===== src/rtl/mbus_pkg.sv =====
package mbus_pkg;
  typedef enum logic [2:0] {
    PH_IDLE = 3'd0,
    PH_T1   = 3'd1,
    PH_T2   = 3'd2,
    PH_TW   = 3'd3,
    PH_T4   = 3'd4
  } phase_e;
endpackage


===== src/rtl/mbus_seq.sv =====
module mbus_seq
  import mbus_pkg::*;
#(
  parameter int WAIT_W = 4
) (
  input  logic              clk_i,
  input  logic              rst_ni,
  input  logic              start_i,
  input  logic              pio_i,
  input  logic [WAIT_W-1:0] wait_i,
  output phase_e            phase_o,
  output logic              done_o
);
  phase_e            phase_q;
  logic [WAIT_W-1:0] cnt_q;

  always_ff @(posedge clk_i or negedge rst_ni) begin
    if (!rst_ni) begin
      phase_q <= PH_IDLE;
      cnt_q   <= '0;
    end else begin
      unique case (phase_q)
        PH_IDLE: if (start_i) begin
          phase_q <= PH_T1;
          cnt_q   <= wait_i;
        end
        PH_T1: phase_q <= pio_i ? PH_TW : PH_T2;
        PH_T2: phase_q <= PH_TW;
        PH_TW: begin
          if (cnt_q == '0) phase_q <= PH_T4;
          else cnt_q <= cnt_q - 1'b1;
        end
        PH_T4: phase_q <= PH_IDLE;
        default: phase_q <= PH_IDLE;
      endcase
    end
  end

  assign phase_o = phase_q;
  assign done_o  = (phase_q == PH_T4);

  AST_IO_SKIPS_T2: assert property (@(posedge clk_i) disable iff (!rst_ni)
    (phase_q == PH_T1 && pio_i) |=> (phase_q == PH_TW));
  AST_DONE_PULSE: assert property (@(posedge clk_i) disable iff (!rst_ni)
    done_o |=> !done_o);
  AST_IDLE_HOLD: assert property (@(posedge clk_i) disable iff (!rst_ni)
    (phase_q == PH_IDLE && !start_i) |=> (phase_q == PH_IDLE));
  AST_T4_TO_IDLE: assert property (@(posedge clk_i) disable iff (!rst_ni)
    (phase_q == PH_T4) |=> (phase_q == PH_IDLE));
endmodule


===== src/rtl/mbus_lanes.sv =====
module mbus_lanes
  import mbus_pkg::*;
#(
  parameter int BUS_W = 16
) (
  input  logic             clk_i,
  input  logic             rst_ni,
  input  phase_e           phase_i,
  input  logic [BUS_W-1:1] addr_i,
  input  logic [BUS_W-1:0] wdata_i,
  input  logic             we_i,
  input  logic             pio_i,
  input  logic [1:0]       be_i,
  input  logic [BUS_W-1:0] io_i,
  output logic [BUS_W-1:0] io_o,
  output logic             io_oe_o,
  output logic             ale0_o,
  output logic             ale1_o,
  output logic             we_no,
  output logic             oe_no,
  output logic             bhe_no,
  output logic             pio_o,
  output logic [BUS_W-1:0] rdata_o
);
  localparam int LANE_W = BUS_W / 2;

  logic             active;
  logic             data_ph;
  logic [BUS_W-1:0] rdata_q;

  assign active  = (phase_i != PH_IDLE);
  assign data_ph = (phase_i == PH_TW) || (phase_i == PH_T4);

  always_comb begin
    io_o    = '0;
    io_oe_o = 1'b0;
    unique case (phase_i)
      PH_T1: begin
        io_o    = {{LANE_W{1'b0}}, addr_i[LANE_W-1:1], ~be_i[0]};
        io_oe_o = 1'b1;
      end
      PH_T2: begin
        io_o    = {{LANE_W{1'b0}}, addr_i[BUS_W-1:LANE_W]};
        io_oe_o = 1'b1;
      end
      PH_TW, PH_T4: if (we_i) begin
        io_o    = wdata_i;
        io_oe_o = 1'b1;
      end
      default: ;
    endcase
  end

  assign ale0_o = (phase_i == PH_T1);
  assign ale1_o = (phase_i == PH_T2);
  assign we_no  = !(we_i && phase_i == PH_TW);
  assign oe_no  = !data_ph;
  assign bhe_no = !(active && be_i[1]);
  assign pio_o  = active && pio_i;

  // capture at the closing edge of T4
  always_ff @(posedge clk_i or negedge rst_ni) begin
    if (!rst_ni)                           rdata_q <= '0;
    else if (phase_i == PH_T4 && !we_i)    rdata_q <= io_i;
  end

  assign rdata_o = (phase_i == PH_T4 && !we_i) ? io_i : rdata_q;

  AST_ALE_EXCL: assert property (@(posedge clk_i) disable iff (!rst_ni)
    !(ale0_o && ale1_o));
  AST_OE_IN_ADDR: assert property (@(posedge clk_i) disable iff (!rst_ni)
    (ale0_o || ale1_o) |-> oe_no);
  AST_READ_RELEASE: assert property (@(posedge clk_i) disable iff (!rst_ni)
    (!we_i && !oe_no) |-> !io_oe_o);
  AST_WE_WITH_OE: assert property (@(posedge clk_i) disable iff (!rst_ni)
    !we_no |-> (!oe_no && io_oe_o));
  AST_ALE1_NOT_IO: assert property (@(posedge clk_i) disable iff (!rst_ni)
    ale1_o |-> !pio_o);
endmodule


===== src/rtl/mbus_ctrl.sv =====
module mbus_ctrl
  import mbus_pkg::*;
#(
  parameter int BUS_W  = 16,
  parameter int WAIT_W = 4
) (
  input  logic              clk_i,
  input  logic              rst_ni,
  input  logic              req_i,
  input  logic [BUS_W-1:1]  addr_i,
  input  logic [BUS_W-1:0]  wdata_i,
  input  logic              we_i,
  input  logic              pio_i,
  input  logic [1:0]        be_i,
  input  logic [WAIT_W-1:0] wait_i,
  input  logic [BUS_W-1:0]  io_i,
  output logic [BUS_W-1:0]  io_o,
  output logic              io_oe_o,
  output logic              ale0_o,
  output logic              ale1_o,
  output logic              we_no,
  output logic              oe_no,
  output logic              bhe_no,
  output logic              pio_o,
  output logic [BUS_W-1:0]  rdata_o,
  output logic              done_o
);
  phase_e           phase;
  logic             accept;
  logic [BUS_W-1:1] addr_q;
  logic [BUS_W-1:0] wdata_q;
  logic             we_q, pio_q;
  logic [1:0]       be_q;

  assign accept = req_i && (phase == PH_IDLE);

  always_ff @(posedge clk_i or negedge rst_ni) begin
    if (!rst_ni) begin
      addr_q  <= '0;
      wdata_q <= '0;
      we_q    <= 1'b0;
      pio_q   <= 1'b0;
      be_q    <= '0;
    end else if (accept) begin
      addr_q  <= addr_i;
      wdata_q <= wdata_i;
      we_q    <= we_i;
      pio_q   <= pio_i;
      be_q    <= be_i;
    end
  end

  mbus_seq #(.WAIT_W(WAIT_W)) u_seq (
    .clk_i   (clk_i),
    .rst_ni  (rst_ni),
    .start_i (req_i),
    .pio_i   (pio_q),
    .wait_i  (wait_i),
    .phase_o (phase),
    .done_o  (done_o)
  );

  mbus_lanes #(.BUS_W(BUS_W)) u_lanes (
    .clk_i   (clk_i),
    .rst_ni  (rst_ni),
    .phase_i (phase),
    .addr_i  (addr_q),
    .wdata_i (wdata_q),
    .we_i    (we_q),
    .pio_i   (pio_q),
    .be_i    (be_q),
    .io_i    (io_i),
    .io_o    (io_o),
    .io_oe_o (io_oe_o),
    .ale0_o  (ale0_o),
    .ale1_o  (ale1_o),
    .we_no   (we_no),
    .oe_no   (oe_no),
    .bhe_no  (bhe_no),
    .pio_o   (pio_o),
    .rdata_o (rdata_o)
  );

  AST_ACCEPT_T1: assert property (@(posedge clk_i) disable iff (!rst_ni)
    accept |=> ale0_o);
  AST_DONE_NOT_ADDR: assert property (@(posedge clk_i) disable iff (!rst_ni)
    done_o |-> (!ale0_o && !ale1_o && !oe_no));
endmodule


===== config.mk =====
export PLATFORM = sky130hd
export DESIGN_NAME = mbus_ctrl
export DESIGN_NICKNAME = d
export VERILOG_FILES = /design/src/rtl/mbus_pkg.sv /design/src/rtl/mbus_seq.sv /design/src/rtl/mbus_lanes.sv /design/src/rtl/mbus_ctrl.sv
export SDC_FILE = /design/constraint.sdc
export NUM_CORES = 1
export LEC_CHECK = 0
export ABC_AREA = 1
export BUFFER_PORTS_ARGS = -buffer_cell sky130_fd_sc_hd__buf_4
export CAP_MARGIN = 40
export CORE_MARGIN = 1.5
export CORE_UTILIZATION = 53
export CTS_CLUSTER_DIAMETER = 150
export DETAILED_ROUTE_END_ITERATION = 8
export PLACE_DENSITY = 0.85
export SLEW_MARGIN = 10
export SYNTH_ARGS = -nofsm -noshare
export SYNTH_HDL_FRONTEND = slang
export SYNTH_SLANG_ARGS = --single-unit
export TNS_END_PERCENT = 50

===== constraint.sdc =====
create_clock -name clk_i -period 3.8 [get_ports clk_i]
set_input_delay 0.19 -clock clk_i [delete_from_list [all_inputs] [get_ports clk_i]]
set_output_delay 0.19 -clock clk_i [all_outputs]
set_load 0.02 [all_outputs]

# Word-level counts from Yosys, hierarchy flattened
# Cells that the tools add are included.
[op_classes]
n_eq_ne = 7
bitwise = 1
addsub = 1
n_reduce_logical = 18
n_mux = 12
[ops]
columns = ["operator", "n"]
rows = [
  ["$pmux W16 S3", 1],
  ["$mux W16", 2],
  ["$pmux W3 S4", 1],
  ["$mux W4", 2],
  ["$pmux W4 S2", 1],
  ["$eq A3 B2 Y1 const B", 2],
  ["$mux W3", 2],
  ["$ne A2 B2 Y1 const B", 3],
  ["$logic_and A1 B1 Y1", 5],
  ["$logic_not A1 Y1", 4],
  ["$logic_not A4 Y1", 1],
  ["$reduce_or A2 Y1", 2],
  ["$sub A4 B1 Y4 const B", 1],
  ["$eq A3 B1 Y1 const B", 1],
  ["$eq A3 B3 Y1 const B", 1],
  ["$logic_not A3 Y1", 1],
  ["$reduce_and A3 Y1", 1],
  ["$reduce_bool A3 Y1", 1],
  ["$mux W1", 2],
  ["$pmux W1 S2", 1],
  ["$reduce_and A2 Y1", 1],
  ["$reduce_bool A2 Y1", 1],
  ["$logic_or A1 B1 Y1", 1],
  ["$not A1 Y1", 1],
]
[word_totals]
reg_bits = 58
out_inout_bits = 40
elab_cells = 47

# Longest topological paths before layout
# Gate-level depths: netlist (run 1).
[logic_depth]
word_depth = 3
mapped_depth = 8
ltp_nobuf = 8

# Hierarchy
# Synthesis (run 1) repeated with hierarchy kept, for this count alone.
[unflattened]
cells_unflattened = 374
area_unflattened_um2 = 3078.0
[by_module_without_submodules]
columns = ["mod", "area_per_inst_um2", "instances", "cells_per_inst"]
rows = [
  ["mbus_ctrl", 1430.1, 1, 153],
  ["mbus_lanes", 1211.2, 1, 162],
  ["mbus_seq", 436.7, 1, 59],
]

# Least setup slack after synthesis (run 1)
# Ideal clock, no wire load.
[synth_path]
path_type = "register to output"
from = "reg u_seq.phase_q[0], in the netlist u_seq.phase_o[0]"
to = "out io_o[0]"
t_arrival_ps = 1530
stages_incl_launch_ff = 6
slack_ps = 2080
path_buffers = 0
path_cell_list = "dfrtp_1 > inv_1 > nand2_1 > nor2_1 > inv_2 > o211ai_1"
[synth_via]
elab_cells_between_ends = 6
classes_between = "eq/ne (4); mux (1); reduce/logical (1)"
[synth_rtl]
columns = ["item", "line", "source"]
rows = [
  ["from (decl)", "mbus_seq.sv:14", "phase_e phase_q;"],
  ["from (signal assigned)", "mbus_seq.sv:27", "PH_T1: phase_q <= pio_i ? PH_TW : PH_T2;"],
  ["$eq A3 B2 Y1", "n/a", ""],
  ["via ale1_o", "mbus_ctrl.sv:20", "output logic ale1_o,"],
  ["$pmux W16 S3", "mbus_lanes.sv:37", "unique case (phase_i)"],
  ["to (decl)", "mbus_ctrl.sv:17", "output logic [BUS_W-1:0] io_o,"],
]
# The timed path passes the listed nets, and every way through them passes these cells.

# Worst setup path in the final report (run 1)
[layout_path]
from = "reg we_q"
to = "out rdata_o[3]"
[layout_via]
elab_chain_cells = 3
[layout_lines]
columns = ["item", "line", "source"]
rows = [
  ["from (decl)", "mbus_ctrl.sv:32", "logic we_q, pio_q;"],
  ["from (signal assigned)", "mbus_ctrl.sv:47", "we_q <= we_i;"],
  ["$logic_not A1 Y1", "mbus_lanes.sv:67", "assign rdata_o = (phase_i == PH_T4 && !we_i) ? io_i : rdata_q;"],
  ["$logic_and A1 B1 Y1", "mbus_lanes.sv:67", ""],
  ["$mux W16", "mbus_lanes.sv:67", ""],
  ["to (decl)", "mbus_ctrl.sv:25", "output logic [BUS_W-1:0] rdata_o,"],
]
# Every way passes these cells.

==> PnR_summary.wiki, run 1 <==
{| class="wikitable"
! Metric !! Value
|-
| Cell row count || 25
|-
| Highest cell delay on the worst timing path || 0.56 ns
|-
| Count of nets after finishing || 476
|-
| Placeable core area || 4790 µm²
|-
| Worst Hold Class || in -> reg
|-
| Final setup fails || 0
|-
| Clock latency of the later-clocked register in the worst-skew pair || 0.33 ns
|-
| Final Max Tran Viols || 0
|-
| Top-Level Pins || 98
|-
| First element of the critical path || we_q
|-
| Worst-path maximum fanout || 18
|-
| Max-cap viol count || 0
|-
| Routed wire per std cell || 12.9 µm
|-
| Final clock skew || 0.00899 ns
|-
| Post-CTS resize count || 0
|-
| Crit share post-route || 61.5%
|-
| Sink Count || 58
|-
| Number of buffers on the longest clock path || 2
|-
| Switching portion of total power || 40.6%
|-
| Aggregate global-route resource usage || 24.8%
|-
| First-iteration detailed-routing DRC count || 106
|-
| Post-Route Setup TNS || 0 ns
|-
| Net switching component of the power || 1340 µW
|-
| Grt total ovfl || 0
|-
| Fraction of power consumed by sequential logic || 32.1%
|-
| Number of buffers inserted during clock tree synthesis || 9
|-
| Die outline area || 5490 µm²
|-
| DIE HEIGHT || 74.1 µm
|-
| Routability-driven placement congestion ratio || 0.725
|-
| Crit path cell chain || clkinv_1 -> nand2_4 -> nand2_1 -> nand2_1 -> buf_4
|-
| Antenna cells || 0
|-
| Setup repair bufs after CTS || 0
|-
| Worst IR drop on VDD || 0.535 mV
|-
| Mapped cell area || 2680 µm²
|-
| Cell at the slowest stage of the critical path || sky130_fd_sc_hd__dfrtp_1
|-
| Non-filler instance count after layout || 489
|-
| Mean instance size in the synthesized netlist || 8.43 µm²
|-
| Setup slack, reg-to-reg || 2.03 ns
|-
| Hold Fails Final Rpt || 0
|-
| Required @ worst endpoint || 3.61 ns
|-
| Worst slew margin || 53.3%
|-
| Total number of yosys warnings || 0
|-
| Nets in the synthesized netlist || 377
|-
| Fraction of layout instances using a drive strength above 1 || 31.8%
|-
| Total number of H-tree levels || 3
|-
| Total DRC errors in the routed layout || 0
|-
| Via count of the first global-routing pass || 2,262
|-
| Maximum number of pins on one net before global-route repair || 59
|-
| CTS clk-pin slew, worst paths || 0.07 ns
|-
| Total power density per cell area || 895 nW/µm²
|-
| Start-to-end type of the worst setup path || reg -> out
|-
| Type of element launching the critical path || register
|-
| Gate count of the mapped netlist || 318
|-
| Achievable clock frequency || 428 MHz
|-
| Fraction of power consumed by the clock network || 21.6%
|-
| Share of power burned in combinational logic || 46.3%
|-
| Source of the worst hold timing path || addr_i[5]
|-
| Slew at the pin closest to its max-slew limit || 0.701 ns
|-
| RSZ-0062 raised after global routing || false
|-
| Reg-to-reg critical path startpoint || u_seq.phase_o[1]
|-
| Leakage power || 0.00190 µW
|-
| Master cell of the clock root buffer || sky130_fd_sc_hd__clkbuf_8
|-
| # placed instances || 472
|-
| Area delta synth->final || 37.0%
|-
| Global-route wire length before repair || 10,100 µm
|-
| Pint || 1950 µW
|-
| Number of antenna violations at the first check in global routing || 0
|-
| Number of register bits inferred by synthesis || 58
|-
| Die X || 74.1 µm
|-
| Number of port buffers || 97
|-
| Initial Utilization || 56.0%
|-
| Sequential element share of the synthesized area || 54.1%
|-
| Drt pass-1 iters || 5
|-
| Antenna-violating nets left || 0
|-
| Top cell by count, worst path || sky130_fd_sc_hd__nand2_1
|-
| Minimum clock period || 2.34 ns
|-
| TritonCTS clock tree || done
|-
| Post-synthesis cell type count || 26
|-
| Post-DR vias/cell || 4.88
|-
| Crit path DAT || 2.15 ns
|-
| Half-perimeter wire length after detailed placement || 4320 µm
|-
| Run status || finished, final reports clean
|-
| Routed wire length || 6330 µm
|-
| Worst setup EP type || primary output
|-
| Hold buffers post-CTS || 1
|-
| Via count || 2,388
|}
## layout by cell type (no fill, tap or decap), drive strengths merged
| master | Yosys | routed |
|---|---|---|
| clkinv | 1 | 1 |
| nand2 | 132 | 132 |
| dlygate4sd3 | 0 | 1 |
| a21oi | 2 | 2 |
| or2 | 1 | 1 |
| dfrtp | 58 | 58 |
| buf | 9 | 97 |
| nor2 | 16 | 16 |
| o21ai | 25 | 25 |
| nor3 | 1 | 1 |
| nand3 | 32 | 32 |
| o211ai | 8 | 8 |
| clkinvlp | 0 | 1 |
| inv | 31 | 31 |
| ha | 1 | 1 |
| bufinv | 0 | 3 |
| clkbuf | 1 | 12 |
## worst paths after layout
kind	cells past startpoint	endpoint
min in group asynchronous	2	addr_q[13]
setup / recovery	5	rdata_o[3]
max in group asynchronous	2	u_lanes.rdata_q[0]
hold reg to reg	2	u_lanes.rdata_q[8]
setup reg to reg	5	we_q
hold / removal	3	addr_q[5]
## Yosys cell counts
master	number	area share (%)
sky130_fd_sc_hd__nand2_1	126	18
sky130_fd_sc_hd__dfrtp_1	58	54
sky130_fd_sc_hd__nand3_1	30	5.6
sky130_fd_sc_hd__inv_1	25	3.5
sky130_fd_sc_hd__o21ai_1	15	2.8
sky130_fd_sc_hd__nor2_1	14	2.0
sky130_fd_sc_hd__o211ai_1	8	2.2
sky130_fd_sc_hd__o21ai_0	6	1.1
sky130_fd_sc_hd__buf_6	5	2.1
sky130_fd_sc_hd__inv_2	4	0.56
sky130_fd_sc_hd__nand2_2	4	0.93
sky130_fd_sc_hd__o21ai_2	4	1.3
sky130_fd_sc_hd__a21oi_1	2	0.37
sky130_fd_sc_hd__buf_4	2	0.56
sky130_fd_sc_hd__inv_4	2	0.47
sky130_fd_sc_hd__nand2_4	2	0.84
sky130_fd_sc_hd__nand3_4	2	1.3
sky130_fd_sc_hd__buf_1	1	0.14
sky130_fd_sc_hd__buf_2	1	0.19
sky130_fd_sc_hd__clkbuf_1	1	0.14
sky130_fd_sc_hd__clkinv_1	1	0.14
sky130_fd_sc_hd__ha_1	1	0.47
sky130_fd_sc_hd__nor2_2	1	0.23
sky130_fd_sc_hd__nor2_4	1	0.42
sky130_fd_sc_hd__nor3_4	1	0.61
sky130_fd_sc_hd__or2_2	1	0.23
## cell type report
cell class                      count  area (µm²)
Fill cell                         354        1110
Multi-Input combinational cell    218        1020
Tap cell                           67        83.8
Clock inverter                      4        97.6
Sequential cell                    58        1450
Clock buffer                       12         155
Timing Repair Buffer               98         738
Inverter                           32         125
## kinds of logic (layout without fill, tap and decap cells)
family | Yosys count | after routing | share of synthesized area (%)
AND/OR/NAND/NOR | 182 | 182 | 29.8
flip-flops | 58 | 58 | 54.1
buffers and inverters | 42 | 146 | 7.79
AO/OA/AOI/OAI | 35 | 35 | 7.84
adder cells (fa/ha/maj) | 1 | 1 | 0.467
## power by group through the flow
stage	Combinational (µW)	Clock [µW]	Sequential, µW
floorplan	1010	0	1020
global placement	1470	0	1050
detailed placement	1520	0	1060
CTS	1530	717	1050
global route	1680	748	1090
finish	1520	709	1060
## per-stage QoR
stage / instance area (µm²) / util (%) / power, µW / hold slack (ns) / setup slack [ns]
2_1_floorplan: 2680 / - / 2030 / -0.106 / 2.08
3_3_place_gp: 3410 / 71.2 / 2530 / 0.287 / 1.91
3_5_place_dp: 3410 / 71.2 / 2570 / 0.286 / 1.85
4_1_cts: 3670 / 76.7 / 3300 / 0.0375 / 1.47
5_1_grt: 3670 / 76.7 / 3520 / 0.0434 / 1.29
6_report: 3670 / 76.7 / 3290 / 0.0495 / 1.46
## routing by layer
metal	GRT usage (%)	routed length, µm
met1	32.4	2690
met2	38.3	3170
met3	8.67	380
met4	9.67	86
met5	0	0
## sequential cells by signal, indices dropped and copies added (netlist names)
register / cells
pio_q: 1
u_lanes.rdata_q: 16
u_seq.phase_o: 3
be_q: 2
u_seq.cnt_q: 4
we_q: 1
addr_q: 15
wdata_q: 16
## worst max-delay path, delay by kind of cell (launching register included)
kind	cells	cell delay [ns]
buf+inv	2	0.69
flops	1	0.56
simple gates	3	0.56
(Power assumes the default switching activity.)
==> run 2: changes to the inputs <==
--- a/config.mk
+++ b/config.mk
@@ -9,10 +9,10 @@
 export BUFFER_PORTS_ARGS = -buffer_cell sky130_fd_sc_hd__buf_4
 export CAP_MARGIN = 40
 export CORE_MARGIN = 1.5
-export CORE_UTILIZATION = 53
+export CORE_UTILIZATION = 49
 export CTS_CLUSTER_DIAMETER = 150
 export DETAILED_ROUTE_END_ITERATION = 8
-export PLACE_DENSITY = 0.85
+export PLACE_DENSITY = 0.79
 export SLEW_MARGIN = 10
 export SYNTH_ARGS = -nofsm -noshare
 export SYNTH_HDL_FRONTEND = slang
==> constraint.sdc (replaced) <==
create_clock -name clk_i -period 2.33 [get_ports clk_i]
set_input_delay 0.1165 -clock clk_i [delete_from_list [all_inputs] [get_ports clk_i]]
set_output_delay 0.1165 -clock clk_i [all_outputs]
set_load 0.02 [all_outputs]
==> PnR_summary.wiki, run 2 (synthesis gave the netlist of run 1 again) <==
{| class="wikitable"
! Metric !! Value
|-
| Run status || finished, final reports clean
|-
| Combined area of the multi-input logic cells || 1020 µm² (unchanged)
|-
| Worst slew margin || 51.7% (-1.6 points)
|-
| Sink Count || 58 (unchanged)
|-
| Global-route wire length before repair || 11,300 µm (+11%)
|-
| Cell at the slowest stage of the critical path || sky130_fd_sc_hd__clkinv_1
|-
| DIE HEIGHT || 77.0 µm (+3.8%)
|-
| Grt total ovfl || 0 (unchanged)
|-
| End point of the worst hold path || addr_q[8]
|-
| Leakage power || 0.00198 µW (+4.2%)
|-
| Master cell of the clock root buffer || sky130_fd_sc_hd__clkbuf_8
|-
| Via count of the first global-routing pass || 2,454 (+8.5%)
|-
| Hold buffers post-CTS || 22 (+21)
|-
| Worst setup EP type || primary output
|-
| Registers with the most flip-flops || u_lanes.rdata_q: 16 flops, wdata_q: 16 flops, addr_q: 15 flops
|-
| CTS clk-pin slew, worst paths || 0.07 ns (about the same)
|-
| Slew at the pin closest to its max-slew limit || 0.725 ns (+0.0244 ns)
|-
| Via count || 2,481 (+3.9%)
|-
| Die outline area || 5930 µm² (+7.8%)
|-
| Post-CTS resize count || 0 (unchanged)
|-
| Crit path cell chain || buf_4 -> clkinv_1 -> nand2_4 -> nand2_1 -> nand2_1 -> buf_4
|-
| Maximum number of pins on one net before global-route repair || 59 (unchanged)
|-
| Setup repair bufs after CTS || 0 (unchanged)
|-
| Total number of H-tree levels || 3 (unchanged)
|-
| Number of port buffers || 97 (unchanged)
|-
| Number of antenna violations at the first check in global routing || 0 (unchanged)
|-
| Fraction of layout instances using a drive strength above 1 || 30.6% (-1.2 points)
|-
| Post-DR vias/cell || 4.82 (-1.4%)
|-
| Filler Cells Inserted || 404 (+14%)
|-
| Crit path setup slack, layout || 0.290 ns (-1.18 ns)
|-
| Drt pass-1 iters || 4 (-1)
|-
| Buf+Inv Stages, Crit Path || 3 (+1)
|-
| Kind of cell with the highest combined delay on the critical path || buffers and inverters
|-
| Final setup fails || 0 (unchanged)
|-
| Type of element launching the critical path || register
|-
| Antenna-violating nets left || 0 (unchanged)
|-
| Top-Level Pins || 98 (unchanged)
|-
| Post-Route Setup TNS || 0 ns (unchanged)
|-
| Crit share post-route || 87.6%
|-
| First-iteration detailed-routing DRC count || 120 (+13%)
|-
| Number of buffers on the longest clock path || 2 (unchanged)
|-
| Placeable core area || 5200 µm² (+8.8%)
|-
| Routability-driven placement congestion ratio || 0.838 (+16%)
|-
| Top library cells by usage in the layout, fill and taps aside || sky130_fd_sc_hd__nand2_1, sky130_fd_sc_hd__buf_4, sky130_fd_sc_hd__dfrtp_1, sky130_fd_sc_hd__nand3_1, sky130_fd_sc_hd__inv_1
|-
| Most common library cell in the layout ignoring fill and taps || sky130_fd_sc_hd__nand2_1
|-
| Half-perimeter wire length after detailed placement || 4560 µm (+5.7%)
|-
| Worst-case reg-to-reg path depth || 5 (unchanged)
|-
| Worst-path maximum fanout || 18 (unchanged)
|-
| Antenna cells || 0 (unchanged)
|-
| Crit path DAT || 1.92 ns (-0.23 ns)
|-
| Total DRC errors in the routed layout || 0 (unchanged)
|-
| Start-to-end type of the worst setup path || reg -> out
|-
| Number of buffers inserted during clock tree synthesis || 9 (unchanged)
|-
| Max-cap viol count || 0 (unchanged)
|-
| Routed wire per std cell || 13.1 µm (+1.5%)
|-
| Final Max Tran Viols || 0 (unchanged)
|-
| Flip-flop and latch area || 1450 µm² (unchanged)
|-
| Reg-to-reg critical path startpoint || u_seq.phase_o[1]
|-
| Placement-stage cell area || 3420 µm² (+0.33%)
|-
| Cell row count || 26 (+4.0%)
|-
| Endpoint of the most critical register-to-register path || wdata_q[12]
|-
| Highest cell delay on the worst timing path || 0.41 ns (-0.15 ns)
|-
| Worst Hold Class || in -> reg
|-
| First element of the critical path || we_q
|-
| Hold Fails Final Rpt || 0 (unchanged)
|-
| Clock latency of the later-clocked register in the worst-skew pair || 0.33 ns (about the same)
|-
| Area delta synth->final || 43.8%
|-
| Count of nets after finishing || 499 (+4.8%)
|-
| Achievable clock frequency || 490 MHz
|-
| Source of the worst hold timing path || addr_i[8]
|-
| TritonCTS clock tree || done
|-
| Setup slack, reg-to-reg || 0.58 ns (-1.45 ns)
|-
| Die X || 77.0 µm (+3.8%)
|-
| Final clock skew || 0.0134 ns (+0.00440 ns)
|-
| Routed wire length || 6760 µm (+6.9%)
|-
| Required @ worst endpoint || 2.21 ns (-1.40 ns)
|-
| Worst slack at placement || 0.597 ns (-1.25 ns)
|-
| RSZ-0062 raised after global routing || false
|-
| Total power density per cell area || 1340 nW/µm² (+50%)
|-
| Min-Delay Path Depth || 3 (unchanged)
|-
| Post-route cell area || 3850 µm² (+5.0%)
|-
| Initial Utilization || 51.5% (-4.5 points)
|-
| Aggregate global-route resource usage || 24.3% (-0.51 points)
|-
| Minimum clock period || 2.04 ns
|-
| Worst IR drop on VDD || 0.741 mV (+39%)
|}
## run 2: cell type report
cell class	instances	share of cell area, %
Multi-Input combinational cell	218	26.5
Clock inverter	5	1.36
Tap cell	70	2.27
Clock buffer	11	3.93
Sequential cell	58	37.7
Inverter	32	3.25
Timing Repair Buffer	121	25.1
## run 2: worst reg2reg max path: stages, from the launching register on
cell	delay, ns
sky130_fd_sc_hd__dfrtp_1	0.50
sky130_fd_sc_hd__nor2_4	0.22
sky130_fd_sc_hd__nand3_4	0.23
sky130_fd_sc_hd__inv_4	0.47
sky130_fd_sc_hd__nand2_1	0.14
sky130_fd_sc_hd__o21ai_1	0.11
## run 2: metal layers
layer  routed length [µm]  vias up  track usage (%)
met2                 3370       85             39.9
met5                    0        -                0
met4                  161        0             11.1
met3                  302       14             4.29
met1                 2930     1133             31.5
li1                     -     1249                -
## run 2: per-stage QoR
| stage | utilization [%] | hold WS (ns) | cells | power (µW) |
|---|---|---|---|---|
| finish | 74.1 | 0.0137 | 515 | 5180 |
| global route | 74.1 | 0.00858 | 515 | 5570 |
| CTS | 73.9 | 0.000201 | 514 | 5210 |
| detailed placement | 65.7 | 0.223 | 476 | 4230 |
| global placement | 65.7 | 0.224 | 476 | 4160 |
| floorplan | - | -0.179 | 318 | 3320 |
## run 2: power breakdown
group	switching [µW]	internal (µW)	total, µW
clock network	390	546	937
logic	1570	975	2550
registers	220	1480	1700
## run 2: worst max path at each step
stage                       end  slack, ns  cells after the start
global route         rdata_o[9]       0.02                      6
global placement           we_q       0.58                      5
floorplan               io_o[0]       0.68                      5
detailed placement  wdata_q[12]       0.60                      5
finish               rdata_o[0]       0.29                      6
CTS                  rdata_o[4]       0.26                      6
